## config.mk

```make
export PLATFORM = sky130hd
export DESIGN_NAME = pgm_check_engine
export DESIGN_NICKNAME = d
export VERILOG_FILES = /design/src/rtl/pchk_pkg.sv /design/src/rtl/pchk_cmd_bank.sv /design/src/rtl/pchk_decode.sv /design/src/rtl/pchk_compare.sv /design/src/rtl/pchk_seq.sv /design/src/rtl/pgm_check_engine.sv
export SDC_FILE = /design/constraint.sdc
export NUM_CORES = 1
export LEC_CHECK = 0
export BUFFER_PORTS_ARGS = -buffer_cell sky130_fd_sc_hd__buf_2
export CAP_MARGIN = 20
export CORE_MARGIN = 3
export CORE_UTILIZATION = 40
export DETAILED_ROUTE_END_ITERATION = 7
export PLACE_DENSITY = 0.63
export SLEW_MARGIN = 30
export SYNTH_ARGS = -nofsm -noshare
export SYNTH_HDL_FRONTEND = slang
export SYNTH_SLANG_ARGS = --single-unit
```

## constraint.sdc

```tcl
create_clock -name clk -period 2.6 [get_ports clk]
set_input_delay 0.39 -clock clk [delete_from_list [all_inputs] [get_ports clk]]
set_output_delay 0.39 -clock clk [all_outputs]
set_load 0.005 [all_outputs]
```

## src/rtl/pchk_pkg.sv

```systemverilog
package pchk_pkg;

  localparam int CMD_BYTES  = 12;
  localparam int IDX_OPC    = 0;
  localparam int IDX_ADDR2  = 1;
  localparam int IDX_ADDR1  = 2;
  localparam int IDX_ADDR0  = 3;
  localparam int IDX_MSEL   = 4;
  localparam int IDX_EXP0   = 8;
  localparam int EXP_BYTES  = 4;

  localparam logic [7:0] MSEL_USER    = 8'h01;
  localparam logic [7:0] MSEL_FACTORY = 8'h02;

  typedef enum logic [1:0] {
    ST_IDLE  = 2'd0,
    ST_CHECK = 2'd1,
    ST_RD1   = 2'd2,
    ST_RD0   = 2'd3
  } pchk_state_e;

  typedef struct packed {
    logic no_perm;
    logic bad_opc;
    logic bad_align;
    logic bad_msel;
    logic bad_range;
  } pchk_err_t;

endpackage

```

## src/rtl/pchk_cmd_bank.sv

```systemverilog
module pchk_cmd_bank #(
  parameter int NBYTES = 12,
  localparam int IDX_W = $clog2(NBYTES)
) (
  input  logic                   clk,
  input  logic                   rst,
  input  logic                   wr_en,
  input  logic [IDX_W-1:0]       wr_idx,
  input  logic [7:0]             wr_data,
  input  logic                   lock,
  output logic [NBYTES-1:0][7:0] regs
);

  for (genvar g = 0; g < NBYTES; g++) begin : g_byte
    always_ff @(posedge clk) begin
      if (rst) begin
        regs[g] <= 8'h00;
      end else if (wr_en && !lock && (wr_idx == IDX_W'(g))) begin
        regs[g] <= wr_data;
      end
    end
  end

endmodule

```

## src/rtl/pchk_decode.sv

```systemverilog
module pchk_decode
  import pchk_pkg::*;
#(
  parameter int          ADDR_W      = 24,
  parameter int unsigned FLASH_BYTES = 32'h0004_0000,
  parameter logic [7:0]  OPC_CHECK   = 8'h02,
  localparam int DATA_W     = 8 * EXP_BYTES,
  localparam int ALIGN_BITS = $clog2(EXP_BYTES)
) (
  input  logic [CMD_BYTES-1:0][7:0] regs,
  input  logic                      allowed,
  output logic [ADDR_W-1:0]         addr,
  output logic                      is_factory,
  output logic [DATA_W-1:0]         expect_word,
  output pchk_err_t                 err,
  output logic                      any_err
);

  assign addr = {regs[IDX_ADDR2], regs[IDX_ADDR1], regs[IDX_ADDR0]};
  assign is_factory = (regs[IDX_MSEL] == MSEL_FACTORY);

  // lane k holds the byte at start+k, which maps to expected byte 3-k
  for (genvar k = 0; k < EXP_BYTES; k++) begin : g_lane
    assign expect_word[8*k +: 8] = regs[IDX_EXP0 + EXP_BYTES - 1 - k];
  end

  always_comb begin
    err.no_perm   = !allowed;
    err.bad_opc   = (regs[IDX_OPC] != OPC_CHECK);
    err.bad_align = (addr[ALIGN_BITS-1:0] != '0);
    err.bad_msel  = (regs[IDX_MSEL] != MSEL_USER) && (regs[IDX_MSEL] != MSEL_FACTORY);
    err.bad_range = ({{(32-ADDR_W){1'b0}}, addr} >= FLASH_BYTES);
  end

  assign any_err = |err;

endmodule

```

## src/rtl/pchk_compare.sv

```systemverilog
module pchk_compare #(
  parameter int LANES = 4,
  localparam int DATA_W = 8 * LANES
) (
  input  logic [DATA_W-1:0] got,
  input  logic [DATA_W-1:0] want,
  output logic [LANES-1:0]  lane_bad,
  output logic              mismatch
);

  for (genvar k = 0; k < LANES; k++) begin : g_cmp
    assign lane_bad[k] = (got[8*k +: 8] != want[8*k +: 8]);
  end

  assign mismatch = |lane_bad;

endmodule

```

## src/rtl/pchk_seq.sv

```systemverilog
module pchk_seq
  import pchk_pkg::*;
#(
  parameter int ADDR_W = 24,
  localparam int DATA_W = 8 * EXP_BYTES
) (
  input  logic              clk,
  input  logic              rst,
  input  logic              start,
  input  logic [ADDR_W-1:0] cmd_addr,
  input  logic              cmd_factory,
  input  logic [DATA_W-1:0] cmd_expect,
  input  logic              cmd_err,
  input  logic              rd_valid,
  input  logic              mismatch,
  output logic [DATA_W-1:0] exp_q,
  output logic              done,
  output logic              acc_err,
  output logic              fail,
  output logic              rd_req,
  output logic [ADDR_W-1:0] rd_addr,
  output logic [1:0]        rd_margin,
  output pchk_state_e       state
);

  logic fac_q;

  always_ff @(posedge clk) begin
    if (rst) begin
      state     <= ST_IDLE;
      done      <= 1'b1;
      acc_err   <= 1'b0;
      fail      <= 1'b0;
      rd_req    <= 1'b0;
      rd_addr   <= '0;
      rd_margin <= 2'b00;
      fac_q     <= 1'b0;
      exp_q     <= '0;
    end else begin
      rd_req <= 1'b0;
      unique case (state)
        ST_IDLE: begin
          if (start) begin
            done    <= 1'b0;
            acc_err <= 1'b0;
            fail    <= 1'b0;
            rd_addr <= cmd_addr;
            fac_q   <= cmd_factory;
            exp_q   <= cmd_expect;
            state   <= ST_CHECK;
          end
        end
        ST_CHECK: begin
          if (cmd_err) begin
            acc_err <= 1'b1;
            done    <= 1'b1;
            state   <= ST_IDLE;
          end else begin
            rd_req    <= 1'b1;
            rd_margin <= {fac_q, 1'b0};
            state     <= ST_RD1;
          end
        end
        ST_RD1: begin
          if (rd_valid) begin
            if (mismatch) fail <= 1'b1;
            rd_req    <= 1'b1;
            rd_margin <= {fac_q, 1'b1};
            state     <= ST_RD0;
          end
        end
        ST_RD0: begin
          if (rd_valid) begin
            if (mismatch) fail <= 1'b1;
            done  <= 1'b1;
            state <= ST_IDLE;
          end
        end
        default: state <= ST_IDLE;
      endcase
    end
  end

endmodule

```

## src/rtl/pgm_check_engine.sv

```systemverilog
module pgm_check_engine
  import pchk_pkg::*;
#(
  parameter int          ADDR_W      = 24,
  parameter int unsigned FLASH_BYTES = 32'h0004_0000,
  parameter logic [7:0]  OPC_CHECK   = 8'h02,
  localparam int IDX_W  = $clog2(CMD_BYTES),
  localparam int DATA_W = 8 * EXP_BYTES
) (
  input  logic              clk,
  input  logic              rst,
  input  logic              cmd_wr_en,
  input  logic [IDX_W-1:0]  cmd_wr_idx,
  input  logic [7:0]        cmd_wr_data,
  input  logic              launch,
  input  logic              cmd_allowed,
  input  logic              rd_valid,
  input  logic [DATA_W-1:0] rd_data,
  output logic              done_flag,
  output logic              acc_err,
  output logic              margin_fail,
  output logic              rd_req,
  output logic [ADDR_W-1:0] rd_addr,
  output logic [1:0]        rd_margin
);

  logic [CMD_BYTES-1:0][7:0] cmd_regs;
  logic                      launch_go;
  logic [ADDR_W-1:0]         dec_addr;
  logic                      dec_factory;
  logic [DATA_W-1:0]         dec_expect;
  pchk_err_t                 dec_err;
  logic                      dec_any_err;
  logic [DATA_W-1:0]         exp_q;
  logic [EXP_BYTES-1:0]      lane_bad;
  logic                      cmp_mismatch;
  pchk_state_e               seq_state;

  assign launch_go = launch && done_flag;

  pchk_cmd_bank #(.NBYTES(CMD_BYTES)) u_bank (
    .clk     (clk),
    .rst     (rst),
    .wr_en   (cmd_wr_en),
    .wr_idx  (cmd_wr_idx),
    .wr_data (cmd_wr_data),
    .lock    (!done_flag || launch_go),
    .regs    (cmd_regs)
  );

  pchk_decode #(
    .ADDR_W      (ADDR_W),
    .FLASH_BYTES (FLASH_BYTES),
    .OPC_CHECK   (OPC_CHECK)
  ) u_dec (
    .regs        (cmd_regs),
    .allowed     (cmd_allowed),
    .addr        (dec_addr),
    .is_factory  (dec_factory),
    .expect_word (dec_expect),
    .err         (dec_err),
    .any_err     (dec_any_err)
  );

  pchk_compare #(.LANES(EXP_BYTES)) u_cmp (
    .got      (rd_data),
    .want     (exp_q),
    .lane_bad (lane_bad),
    .mismatch (cmp_mismatch)
  );

  pchk_seq #(.ADDR_W(ADDR_W)) u_seq (
    .clk         (clk),
    .rst         (rst),
    .start       (launch_go),
    .cmd_addr    (dec_addr),
    .cmd_factory (dec_factory),
    .cmd_expect  (dec_expect),
    .cmd_err     (dec_any_err),
    .rd_valid    (rd_valid),
    .mismatch    (cmp_mismatch),
    .exp_q       (exp_q),
    .done        (done_flag),
    .acc_err     (acc_err),
    .fail        (margin_fail),
    .rd_req      (rd_req),
    .rd_addr     (rd_addr),
    .rd_margin   (rd_margin),
    .state       (seq_state)
  );

endmodule

```

* Word level (Yosys, flattened, before mapping)
Cells that the tools add are included.
Cells by class: magnitude comparators 1, equality and inequality tests 26, mux-type cells 19, reductions and logical operators 32
Operators with widths (count):
- != test 8 bit | 4
- >= comparator 24 x 19 -> 1 bit (second input constant) | 1
- equality test 4 bit (second input constant) | 4
- != test 8 x 2 -> 1 bit (second input constant) | 2
- logical AND 1 bit | 12
- 2-to-1 mux 2 bit | 6
- != test 2 bit (second input constant) | 5
- AND reduction 3 bit | 3
- equality test 4 x 2 -> 1 bit (second input constant) | 2
- equality test 8 x 2 -> 1 bit (second input constant) | 1
- != test 8 x 1 -> 1 bit (second input constant) | 1
- one-hot mux 2 bit (4 select lines) | 1
- AND reduction 4 bit | 2
- nonzero test 2 bit | 4
- 2-to-1 mux 1 bit | 7
- one-hot mux 1 bit (2 select lines) | 3
- OR reduction 5 bit | 1
- equality test 2 bit (second input constant) | 2
- equality test 4 x 1 -> 1 bit (second input constant) | 1
- equality test 4 x 3 -> 1 bit (second input constant) | 1
- zero test 4 bit | 1
- != test 2 x 1 -> 1 bit (second input constant) | 2
- one-hot mux 2 bit (2 select lines) | 1
- OR reduction 4 bit | 1
- 8 further kinds | 10
Storage, ports and cells: bits in registers 137, bits of input ports 50, word-level logic and storage cells 96

* Depth between registers and ports, before layout
Gate-level depths: netlist of run 1.
depth after elaboration 5, depth in mapped cells 7, mapped depth without buffers 7

* By module
A second synthesis of run 1 with hierarchy kept.
Unflattened totals: cells, all modules 762, area, all modules 7174.4 um^2
Modules (own cells, without submodules):
- pchk_cmd_bank | instances 1, cells each 340, area each 3824.9 um^2
- pchk_seq | instances 1, cells each 304, area each 2459.9 um^2
- pchk_decode | instances 1, cells each 71, area each 524.3 um^2
- pchk_compare | instances 1, cells each 45, area each 352.8 um^2
- pgm_check_engine | instances 1, cells each 2, area each 12.5 um^2

* Least setup slack after synthesis of run 1
No wires, ideal clock.
path kind register to register, start reg u_bank.regs[11] in the netlist's numbering, end reg u_seq.rd_margin[1], setup time 0.118 ns, arrival time 1.560 ns, data required time 2.482 ns, setup slack 0.923 ns, cell stages (with the launch flop) 5, buffers on the path 0, cells stage by stage dfxtp_1 or4_1 nor4_2 mux2_1 o2111a_1
Between the ends: cells in the longest elaborated chain, start to end 4
Ends and longest elaborated chain:
- start: declaration | line pchk_cmd_bank.sv:11 | output logic [NBYTES-1:0][7:0] regs
- start signal: indexed assignment | line pchk_cmd_bank.sv:19 | regs[g] <= wr_data;
- >= comparator 24 x 19 -> 1 bit | line pchk_decode.sv:32 | err.bad_range = ({{(32-ADDR_W){1'b0}}, addr} >= FLASH_BYTES);
- OR reduction 5 bit | line pchk_decode.sv:35 | assign any_err = |err;
- != test 2 bit (no line)
- AND reduction 3 bit (no line)
- end signal: assignment | line pchk_seq.sv:60 | rd_margin <= {fac_q, 1'b0};
- end signal: assignment | line pchk_seq.sv:68 | rd_margin <= {fac_q, 1'b1};
- end: declaration | line pchk_seq.sv:22 | output logic [1:0] rd_margin,
No other way between the ends. A chain may end at the register's enable or synchronous reset.

* Worst setup path after layout of run 1
start reg u_seq.state[0], end reg u_seq.exp_q[15]
Between the ends: cells in the longest elaborated chain, start to end 2
Ends and longest elaborated chain:
- start: declaration | line pchk_seq.sv:23 | output pchk_state_e state
- start signal: assignment | line pchk_seq.sv:30 | state <= ST_IDLE;
- start signal: assignment | line pchk_seq.sv:50 | state <= ST_CHECK;
- start signal: assignment | line pchk_seq.sv:57 | state <= ST_IDLE;
- zero test 2 bit | line pchk_seq.sv:41 | unique case (state)
- AND reduction 2 bit (no line)
- end signal: assignment | line pchk_seq.sv:49 | exp_q <= cmd_expect;
- end: declaration | line pchk_seq.sv:16 | output logic [DATA_W-1:0] exp_q,
No other way between the ends.

==> results of run 1 <==
==> Yosys cell counts, types with 3 or more instances <==
master,instances,share of area [%]
a21oi_1,61,5.5
inv_1,5,0.34
nand2_1,118,8.0
ha_1,4,0.91
dfxtp_1,137,50
nor4_1,11,1.2
xor2_1,33,5.2
or3_1,3,0.34
mux2i_1,72,13
o21ai_0,4,0.36
nand3_1,4,0.36
nand4_1,3,0.34
nor2_1,77,5.2
nor2b_1,3,0.34
clkbuf_1,29,2.0
nor3_4,3,0.88
buf_1,5,0.34
==> layout by cell type (no fill, tap or decap), types with 2 or more instances in the layout <==
master / instances
nand2_1: 118
ha_1: 4
buf_4: 8
nor2b_1: 3
mux2i_1: 72
nand2b_1: 2
dfxtp_1: 137
nor4_2: 2
nor3b_1: 2
nor2_1: 77
inv_6: 2
xor2_1: 33
a21oi_1: 61
clkinvlp_4: 3
clkinv_4: 4
clkinv_2: 2
bufinv_16: 3
o221a_2: 2
o21ai_0: 4
nand4_1: 3
nor4_1: 11
or3_1: 3
buf_2: 78
nor4b_2: 2
inv_1: 5
clkbuf_16: 17
or4_1: 2
nand3_1: 3
nor3_4: 3
==> per-stage QoR <==
stage | hold slack (ps) | std cells | utilization [%] | total power (uW)
after global placement | 435.5 | 829 | 45.31 | 2503
after floorplan | 431.2 | 606 | - | 2378
after CTS | 364.7 | 860 | 49.81 | 4929
final | 378.2 | 860 | 49.81 | 4895
after detailed placement | 442.8 | 829 | 45.31 | 2510
after global routing | 395.7 | 860 | 49.81 | 5062
==> how the worst max path moves through the flow <==
stage,slack [ps],endpoint,startpoint,depth (start not counted)
finish,710,u_seq.exp_q[15],u_seq.state[0],6
global route,500,u_seq.exp_q[27],u_seq.state[0],6
CTS,690,u_seq.exp_q[4],u_seq.state[0],6
detailed placement,670,u_bank.regs[26],launch,5
global placement,720,u_bank.regs[70],launch,6
floorplan,920,u_seq.rd_margin[1],u_bank.regs[11],4
==> state kept, by name, indices dropped and copies added, names as in the netlist, named ones only <==
name / cells
u_bank.regs: 72
u_seq.exp_q: 32
u_seq.rd_addr: 24
u_seq.rd_margin: 2
u_seq.acc_err: 1
u_seq.done: 1
u_seq.fac_q: 1
u_seq.fail: 1
u_seq.rd_req: 1
u_seq.state: 1
==> layout make-up <==
class                   instances  area, sq um  share of cell area (%)
well taps                     176        220.2                   3.312
repair buffers                 87        470.5                   7.076
clock buffers                  17        425.4                   6.398
flip-flops and latches        137         2743                   41.25
clock inverters                14        175.2                   2.635
multi-input cells             423         2592                   38.99
inverters                       6        22.52                  0.3387
==> metal layers <==
layer | up-vias | routed length [microns] | part of all wire [%] | GRT usage, %
met5 | - | 0 | 0 | 0
met4 | 0 | 194 | 1.5 | 6.021
met3 | 12 | 716 | 5.5 | 5.078
met2 | 105 | 6084 | 47 | 27.05
met1 | 1971 | 5975 | 46 | 23.84
li1 | 2161 | - | - | -
==> worst max-delay path, delay by kind of cell (launching register included) <==
family	cells	cell delay, ps
simple gates	2	680
buf+inv	2	410
compound gates	1	130
flops	1	360
fa+ha+maj	1	230
==> logic make-up (layout without fill, tap and decap cells) <==
family | after synthesis | in the layout | synth area share [%]
compound gates | 71 | 71 | 6.958
xor+xnor | 33 | 33 | 5.236
fa+ha+maj | 4 | 4 | 0.9067
buf+inv | 46 | 124 | 3.468
flops | 137 | 137 | 49.68
mux | 73 | 73 | 13.26
simple gates | 242 | 242 | 20.49
==> where the power goes <==
part | total, uW | internal, uW | switching [uW] | leakage [uW]
Combinational | 330 | 103 | 228 | 0.00130
Sequential | 2130 | 2120 | 16.0 | 0.00110
Clock | 2430 | 1510 | 924 | 0.000286
Total | 4890 | 3730 | 1170 | 0.00269
==> results.cfg, run 1 <==
[drt]
drt_iter0_markers = 242
vias_per_cell = 4.941
wl_microns = 12970
vias = 4249
drt_pass1_iterations = 4
drc = 0
ant_nets = 0
wire_per_inst_microns = 15.08

[timing]
clock.fmax_mhz = 529.9
worst_pin_slew_ps = 730.8
finalWorstSetupSlack_ps = 713.0
hold_viol_final = 0
min_period_ps = 1887
fin_worst_skew_ps = 5.975
rsz0062_at_grt = false
tns_ps = 0
setup_viol = 0
finalCritPeriodShare_pct = 72.58
maxSlewViolCount = 0
max-slew-margin-rel_pct = 50.92

[cts]
clock_latency_ps = 410
cts_sinks = 137
clockBufferDepth = 2
cts_tree = yes
cts.clk_slew.worst_paths_ps = 60
cts-root-buf = clkbuf_16
htreeDepth = 4
cts_resized = 0
cts_setup_buffers = 0
cts_made_buffers = 17
hold_buffers = 0

[yosys]
synthCells = 606
synth.net_count = 660
ys_seq_area_share_pct = 49.68
synthFlopType = dfxtp_1
async_flop_share_pct = 0
syn_avg_cell_area_sq_um = 9.109
yosys_warnings = 0
synth_seq_cells = 137
synth_area_sq_um = 5520
synth_edf_count = 0
synth_cell_type_count = 43

[worst_setup_path]
critPathArrivalTime_ps = 2230
start_kind = register
worstReg2RegEnd = u_seq.exp_q[15]
reg2reg_from = u_seq.state[0]
r2r_cells = 6
max_stage_delay_ps = 600
crit_path_end_kind = register
crit_chain = inv_1 > ha_1 > and3_2 > buf_4 > nand2_1 > a21oi_1
crit_fanout = 30
r2r_setup_slack_ps = 710
crit_required_ps = 2940
cp_slowest_cell = and3_2
path_class = reg2reg

[flow_run]
maxCapViolCount = 0

[floorplanning]
die_area_sq_um = 15250
fp.dieH_microns = 123.5
core_sq_um = 13350
rows = 42
io_pins = 80
die_x_microns = 123.5
start_util_pct = 41.36

[placement]
port_buffers = 79
dpl-instance-area_sq_um = 6048
hpwl_microns = 8769
pre_cts_ws_ps = 674.4
gp_congestion = 0.8043

[global_routing]
gr-usage-all-layers_pct = 17.64
grt_max_degree = 59
grt_overflow = 0
grt_first_pass_wirelength_microns = 20670
antenna_found_initial = 0
grt_pass1_vias = 4083

[worst_hold_path]
hold_path_class = in2reg
min_to = u_seq.rd_req
hp-start = rd_valid
min_path_cells = 3

[finish]
design_area_sq_um = 6649
fin_nets = 726
areaGrowthSynthToFinish_pct = 20.44
fill_cells = 1282
diodes = 0
drive_gt1_share_pct = 19.88

[outcome]
outcome = complete, no violations

[power_and_ir_drop]
powerDensity_nw_per_um2 = 736.2
ir_drop_mv = 0.4401
leakagePower_uw = 0.002688
No activity file was read; power rests on OpenSTA's default activity.
==> run 2, diff against run 1 <==
--- a/config.mk
+++ b/config.mk
@@ -10,7 +10,7 @@
 export CORE_MARGIN = 3
 export CORE_UTILIZATION = 40
 export DETAILED_ROUTE_END_ITERATION = 7
-export PLACE_DENSITY = 0.63
+export PLACE_DENSITY = 0.65
 export SLEW_MARGIN = 30
 export SYNTH_ARGS = -nofsm -noshare
 export SYNTH_HDL_FRONTEND = slang
==> constraint.sdc (replaced) <==
create_clock -name clk -period 1.7 [get_ports clk]
set_input_delay 0.255 -clock clk [delete_from_list [all_inputs] [get_ports clk]]
set_output_delay 0.255 -clock clk [all_outputs]
set_load 0.005 [all_outputs]
==> run 2 against run 1 <==
Sequential power increased by 53%. Die area unchanged. Total power increased by 54%. The flow now finishes with violations (setup timing). Global-route usage increased by 1.4 points. Sequential share of layout area decreased by 2.4 points. Register-to-register slack got worse by 870 ps. Fmax increased by 1.4%.
==> results.cfg, run 2 (synthesis results as in run 1) <==
[cts]
cts_sinks = 137
cts_tree = yes
cts.clk_slew.worst_paths_ps = 60
hold_buffers = 0
clockBufferDepth = 2
htreeDepth = 4
clock_latency_ps = 420
cts_made_buffers = 17
cts-root-buf = clkbuf_16

[worst_setup_path]
path_buf_inv = 0
r2r_setup_slack_ps = -160
start_kind = register
cp_slowest_cell = nor4_4
crit_fanout = 3
max_stage_delay_ps = 380
crit_required_ps = 2010
reg2reg_from = u_bank.regs[15]
critPathArrivalTime_ps = 2170
path_class = reg2reg
r2r_cells = 5
worstReg2RegEnd = u_seq.rd_margin[1]
crit_path_end_kind = register
crit_family = simple AND/OR/NAND/NOR gates
crit_chain = nor4_4 > nand4_1 > nor4_4 > mux2_1 > o2111a_1
cp_common_cell = nor4_4

[floorplanning]
die_area_sq_um = 15250
rows = 42
start_util_pct = 41.36
core_sq_um = 13350
fp.dieH_microns = 123.5
io_pins = 80
die_x_microns = 123.5

[finish]
mostFrequentLayoutCell = dfxtp_1
final_cell_mix = 133 x dfxtp_1, 118 x nand2_1, 78 x buf_2
fin_nets = 755
drive_gt1_share_pct = 25.35
top_regs = u_bank.regs (72), u_seq.exp_q (32), u_seq.rd_addr (24)
fill_cells = 1220
diodes = 0
instances_no_fill = 890
regArea_sq_um = 2748
areaGrowthSynthToFinish_pct = 27.97
design_area_sq_um = 7064
largest_register_ffs = 72
top_register = u_bank.regs
multiInputGateArea_sq_um = 2676

[global_routing]
antenna_found_initial = 0
gr-usage-all-layers_pct = 19.00
grt_max_degree = 58
grt_first_pass_wirelength_microns = 22350
grt_pass1_vias = 4489
grt_overflow = 0

[power_and_ir_drop]
powerDensity_nw_per_um2 = 1069
leakagePower_uw = 0.002883
ir_drop_mv = 0.6855

[timing]
maxSlewViolCount = 0
rsz0062_at_grt = true
setup_viol = 4
hold_viol_final = 0
finalCritPeriodShare_pct = 109.5
worst_pin_slew_ps = 576.4
fin_worst_skew_ps = 7.859
clock.fmax_mhz = 537.3
max-slew-margin-rel_pct = 61.58
finalWorstSetupSlack_ps = -161.1
min_period_ps = 1861

[drt]
ant_nets = 0
drt_pass1_iterations = 4
drt_iter0_markers = 325
drc = 0
vias = 4465
wl_microns = 13840
vias_per_cell = 5.017
wire_per_inst_microns = 15.55

[worst_hold_path]
min_path_cells = 3
hold_path_class = in2reg
min_to = u_seq.rd_req
hp-start = rd_valid

[placement]
port_buffers = 79
hpwl_microns = 9251
dp_cells = 856
dpl-instance-area_sq_um = 6351
gp_congestion = 0.8110

[outcome]
violations = setup timing
outcome = finished with violations

[flow_run]
maxCapViolCount = 0
-- run 2: cell types whose count changed in the layout (fill, tap and decap cells not counted), sizes merged --
cell,delta
buf,+29
clkinv,+1
-- run 2: power by group --
group,switching [uW],internal (uW)
Combinational,390,215
Clock,1390,2310
Sequential,16.6,3240
-- run 2: how the worst max path moves through the flow --
stage,startpoint,to,slack [ps],depth (start not counted)
2_1_floorplan,u_bank.regs[11],u_seq.rd_margin[1],20,4
3_3_place_gp,u_bank.regs[10],u_seq.rd_margin[1],-120,5
3_5_place_dp,u_bank.regs[6],u_seq.rd_margin[1],-170,5
4_1_cts,u_bank.regs[10],u_seq.rd_margin[1],-160,5
5_1_grt,u_bank.regs[6],u_seq.rd_margin[1],-240,5
6_report,u_bank.regs[15],u_seq.rd_margin[1],-160,5
-- run 2: through the flow --
| step | power (uW) | util (%) | hold slack (ps) | TNS, ps | worst slack [ps] |
|---|---|---|---|---|---|
| floorplan | 3637 | - | 431.2 | 0 | 22.68 |
| global placement | 3896 | 47.58 | 435.6 | -201.2 | -124.2 |
| detailed placement | 3907 | 47.58 | 442.4 | -377.0 | -165.9 |
| CTS | 7598 | 52.63 | 236.4 | -363.6 | -160.8 |
| global route | 7797 | 52.92 | 260.1 | -815.8 | -238.4 |
| finish | 7555 | 52.92 | 256.2 | -359.5 | -161.1 |
-- run 2: final cells by class --
class	count	share of cell area [%]
Inverter	6	0.3188
Multi-Input combinational cell	423	37.89
Tap cell	176	3.117
Clock buffer	17	6.022
Sequential cell	137	38.89
Clock inverter	15	2.497
Timing Repair Buffer	116	11.26
-- run 2: worst min-delay path, delay by kind of cell --
kind / cells / cell delay [ps]
buf+inv: 1 / 160
compound gates: 1 / 160
simple gates: 1 / 50
-- run 2: metal layers --
layer | GRT usage [%] | share of wire (%)
met2 | 31.29 | 49
met1 | 24.00 | 45
met3 | 4.666 | 4.3
met5 | 0 | 0
met4 | 7.405 | 1.8
-- run 2: repair_timing --
item / CTS / global route
pin swaps: 4 / 7
cloned: 1 / 0
endpoints found under the hold margin: 0 / 0
gates resized for setup: 12 / 13
endpoints found under the setup margin: 6 / 19
setup buffers: 2 / 0
==> run 3, diff against run 2 <==
--- a/config.mk
+++ b/config.mk
@@ -10,7 +10,7 @@
 export CORE_MARGIN = 3
 export CORE_UTILIZATION = 40
 export DETAILED_ROUTE_END_ITERATION = 7
-export PLACE_DENSITY = 0.65
+export PLACE_DENSITY_LB_ADDON = 0.08
 export SLEW_MARGIN = 30
 export SYNTH_ARGS = -nofsm -noshare
 export SYNTH_HDL_FRONTEND = slang
==> run 3 against run 2 <==
Combinational power up 3%. Largest cell class unchanged. Critical path depth down 1. Worst setup slack worse by 54 ps. The flow still finishes with violations (setup timing). Largest power group unchanged.
==> results.cfg, run 3 (synthesis results as in run 1) <==
[timing]
finalCritPeriodShare_pct = 112.6
maxSlewViolCount = 0
finalWorstSetupSlack_ps = -214.8
min_period_ps = 1915
clock.fmax_mhz = 522.3
max-slew-margin-rel_pct = 70.89
fin_worst_skew_ps = 2.943
timing.hold.ws_ps = 238.0
worst_pin_slew_ps = 432.7
setup_viol = 6
hold_viol_final = 0
rsz0062_at_grt = true

[finish]
drive_gt1_share_pct = 24.62
largest_register_ffs = 72
fin_nets = 756
postLayoutCoreUtil_pct = 53.05
diodes = 0
top_regs = u_bank.regs (72), u_seq.exp_q (32), u_seq.rd_addr (24)
final_cell_mix = 133 x dfxtp_1, 118 x nand2_1, 78 x buf_2
design_area_sq_um = 7081
areaGrowthSynthToFinish_pct = 28.26
top_register = u_bank.regs
mostFrequentLayoutCell = dfxtp_1

[placement]
pre_cts_ws_ps = -164.8
port_buffers = 79
dpl-instance-area_sq_um = 6351
gp_congestion = 0.8422
hpwl_microns = 8889

[power_and_ir_drop]
powerDensity_nw_per_um2 = 1087
leakagePower_uw = 0.002908
ir_drop_mv = 0.4975

[cts]
cts-root-buf = clkbuf_16
cts_sinks = 137
cts_made_buffers = 17
clockBufferDepth = 2
cts.clk_slew.worst_paths_ps = 50
cts_tree = yes
clock_latency_ps = 410
htreeDepth = 4

[worst_setup_path]
crit_fanout = 2
crit_required_ps = 2000
critPathArrivalTime_ps = 2220
r2r_cells = 4
reg2reg_from = u_bank.regs[11]
path_class = reg2reg
r2r_setup_slack_ps = -210
crit_path_end_kind = register
worstReg2RegEnd = u_seq.rd_margin[1]
start_kind = register

[floorplanning]
core_sq_um = 13350
die_x_microns = 123.5
io_pins = 80
fp.dieH_microns = 123.5
start_util_pct = 41.36
die_area_sq_um = 15250
rows = 42

[worst_hold_path]
hp-start = rst
hold_path_class = in2reg
min_path_cells = 2
min_to = u_bank.regs[14]

[drt]
wl_microns = 13600
drt_iter0_markers = 206
drt_pass1_iterations = 4
vias = 4339
wire_per_inst_microns = 15.26
drc = 0
vias_per_cell = 4.870
ant_nets = 0

[global_routing]
grt_first_pass_wirelength_microns = 21400
grt_overflow = 0
grt_max_degree = 58
gr-usage-all-layers_pct = 18.81
grt_pass1_vias = 4143
antenna_found_initial = 1

[outcome]
outcome = finished with violations
violations = setup timing

[flow_run]
maxCapViolCount = 0
==> run 3: cell types whose count changed in the layout (fill, tap and decap cells not counted), sizes merged <==
cell / previous run / this run
clkinv: 7 / 5
inv: 8 / 6
clkbuf: 17 / 23
bufinv: 3 / 4
buf: 116 / 117
clkinvlp: 3 / 0
==> run 3: what timing repair did <==
| action | in CTS | in global routing |
|---|---|---|
| buffers inserted | 2 | 0 |
| setup endpoints to repair | 4 | 15 |
| hold buffers | 0 | 0 |
| pin swaps | 6 | 4 |
| gates cloned | 1 | 0 |
| resized for setup | 12 | 11 |
==> run 3: area by class of cell <==
| type | instances | area (sq um) |
|---|---|---|
| fill | 1293 | 6267 |
| sequential | 137 | 2748 |
| multi-input combinational | 423 | 2674 |
| timing repair buffer | 117 | 803.3 |
| clock buffer | 23 | 467.9 |
| tap | 176 | 220.2 |
| clock inverter | 9 | 145.1 |
| inverter | 6 | 22.52 |
==> run 3: critical path, cell delays in order (launching register included) <==
cell and delay (ps):
dfxtp_2 320, or4_4 550, nor4_4 340, mux2_1 360, o2111a_1 240
==> run 3: report_power, final <==
group | internal (uW) | switching, uW | total [uW]
Clock | 2520 | 1300 | 3820
Combinational | 225 | 397 | 622
Sequential | 3240 | 18.5 | 3260
Total | 5980 | 1720 | 7700
==> run 3: routing by layer <==
metal | vias to the layer above | GRT usage, % | wire [microns]
met4 | 2 | 6.920 | 176
met1 | 2026 | 25.88 | 6602
met3 | 14 | 5.032 | 535
li1 | 2224 | - | -
met2 | 73 | 28.34 | 6272
met5 | - | 0 | 11
==> run 3: per-stage QoR <==
stage	instances	TNS [ps]	total power, uW
floorplan	606	0	3637
global placement	856	-158.7	3917
detailed placement	856	-290.7	3924
CTS	891	-270.5	7760
global route	891	-1218	8006
finish	891	-764.9	7699
==> run 3: worst max-delay path by stage <==
stage / startpoint / endpoint / slack (ps) / cells past startpoint
3_5_place_dp: u_bank.regs[6] / u_seq.rd_margin[1] / -160 / 5
5_1_grt: u_bank.regs[11] / u_seq.rd_margin[1] / -270 / 4
2_1_floorplan: u_bank.regs[11] / u_seq.rd_margin[1] / 20 / 4
4_1_cts: u_bank.regs[5] / u_seq.rd_margin[1] / -140 / 5
6_report: u_bank.regs[11] / u_seq.rd_margin[1] / -210 / 4
3_3_place_gp: u_bank.regs[6] / u_seq.rd_margin[1] / -100 / 5
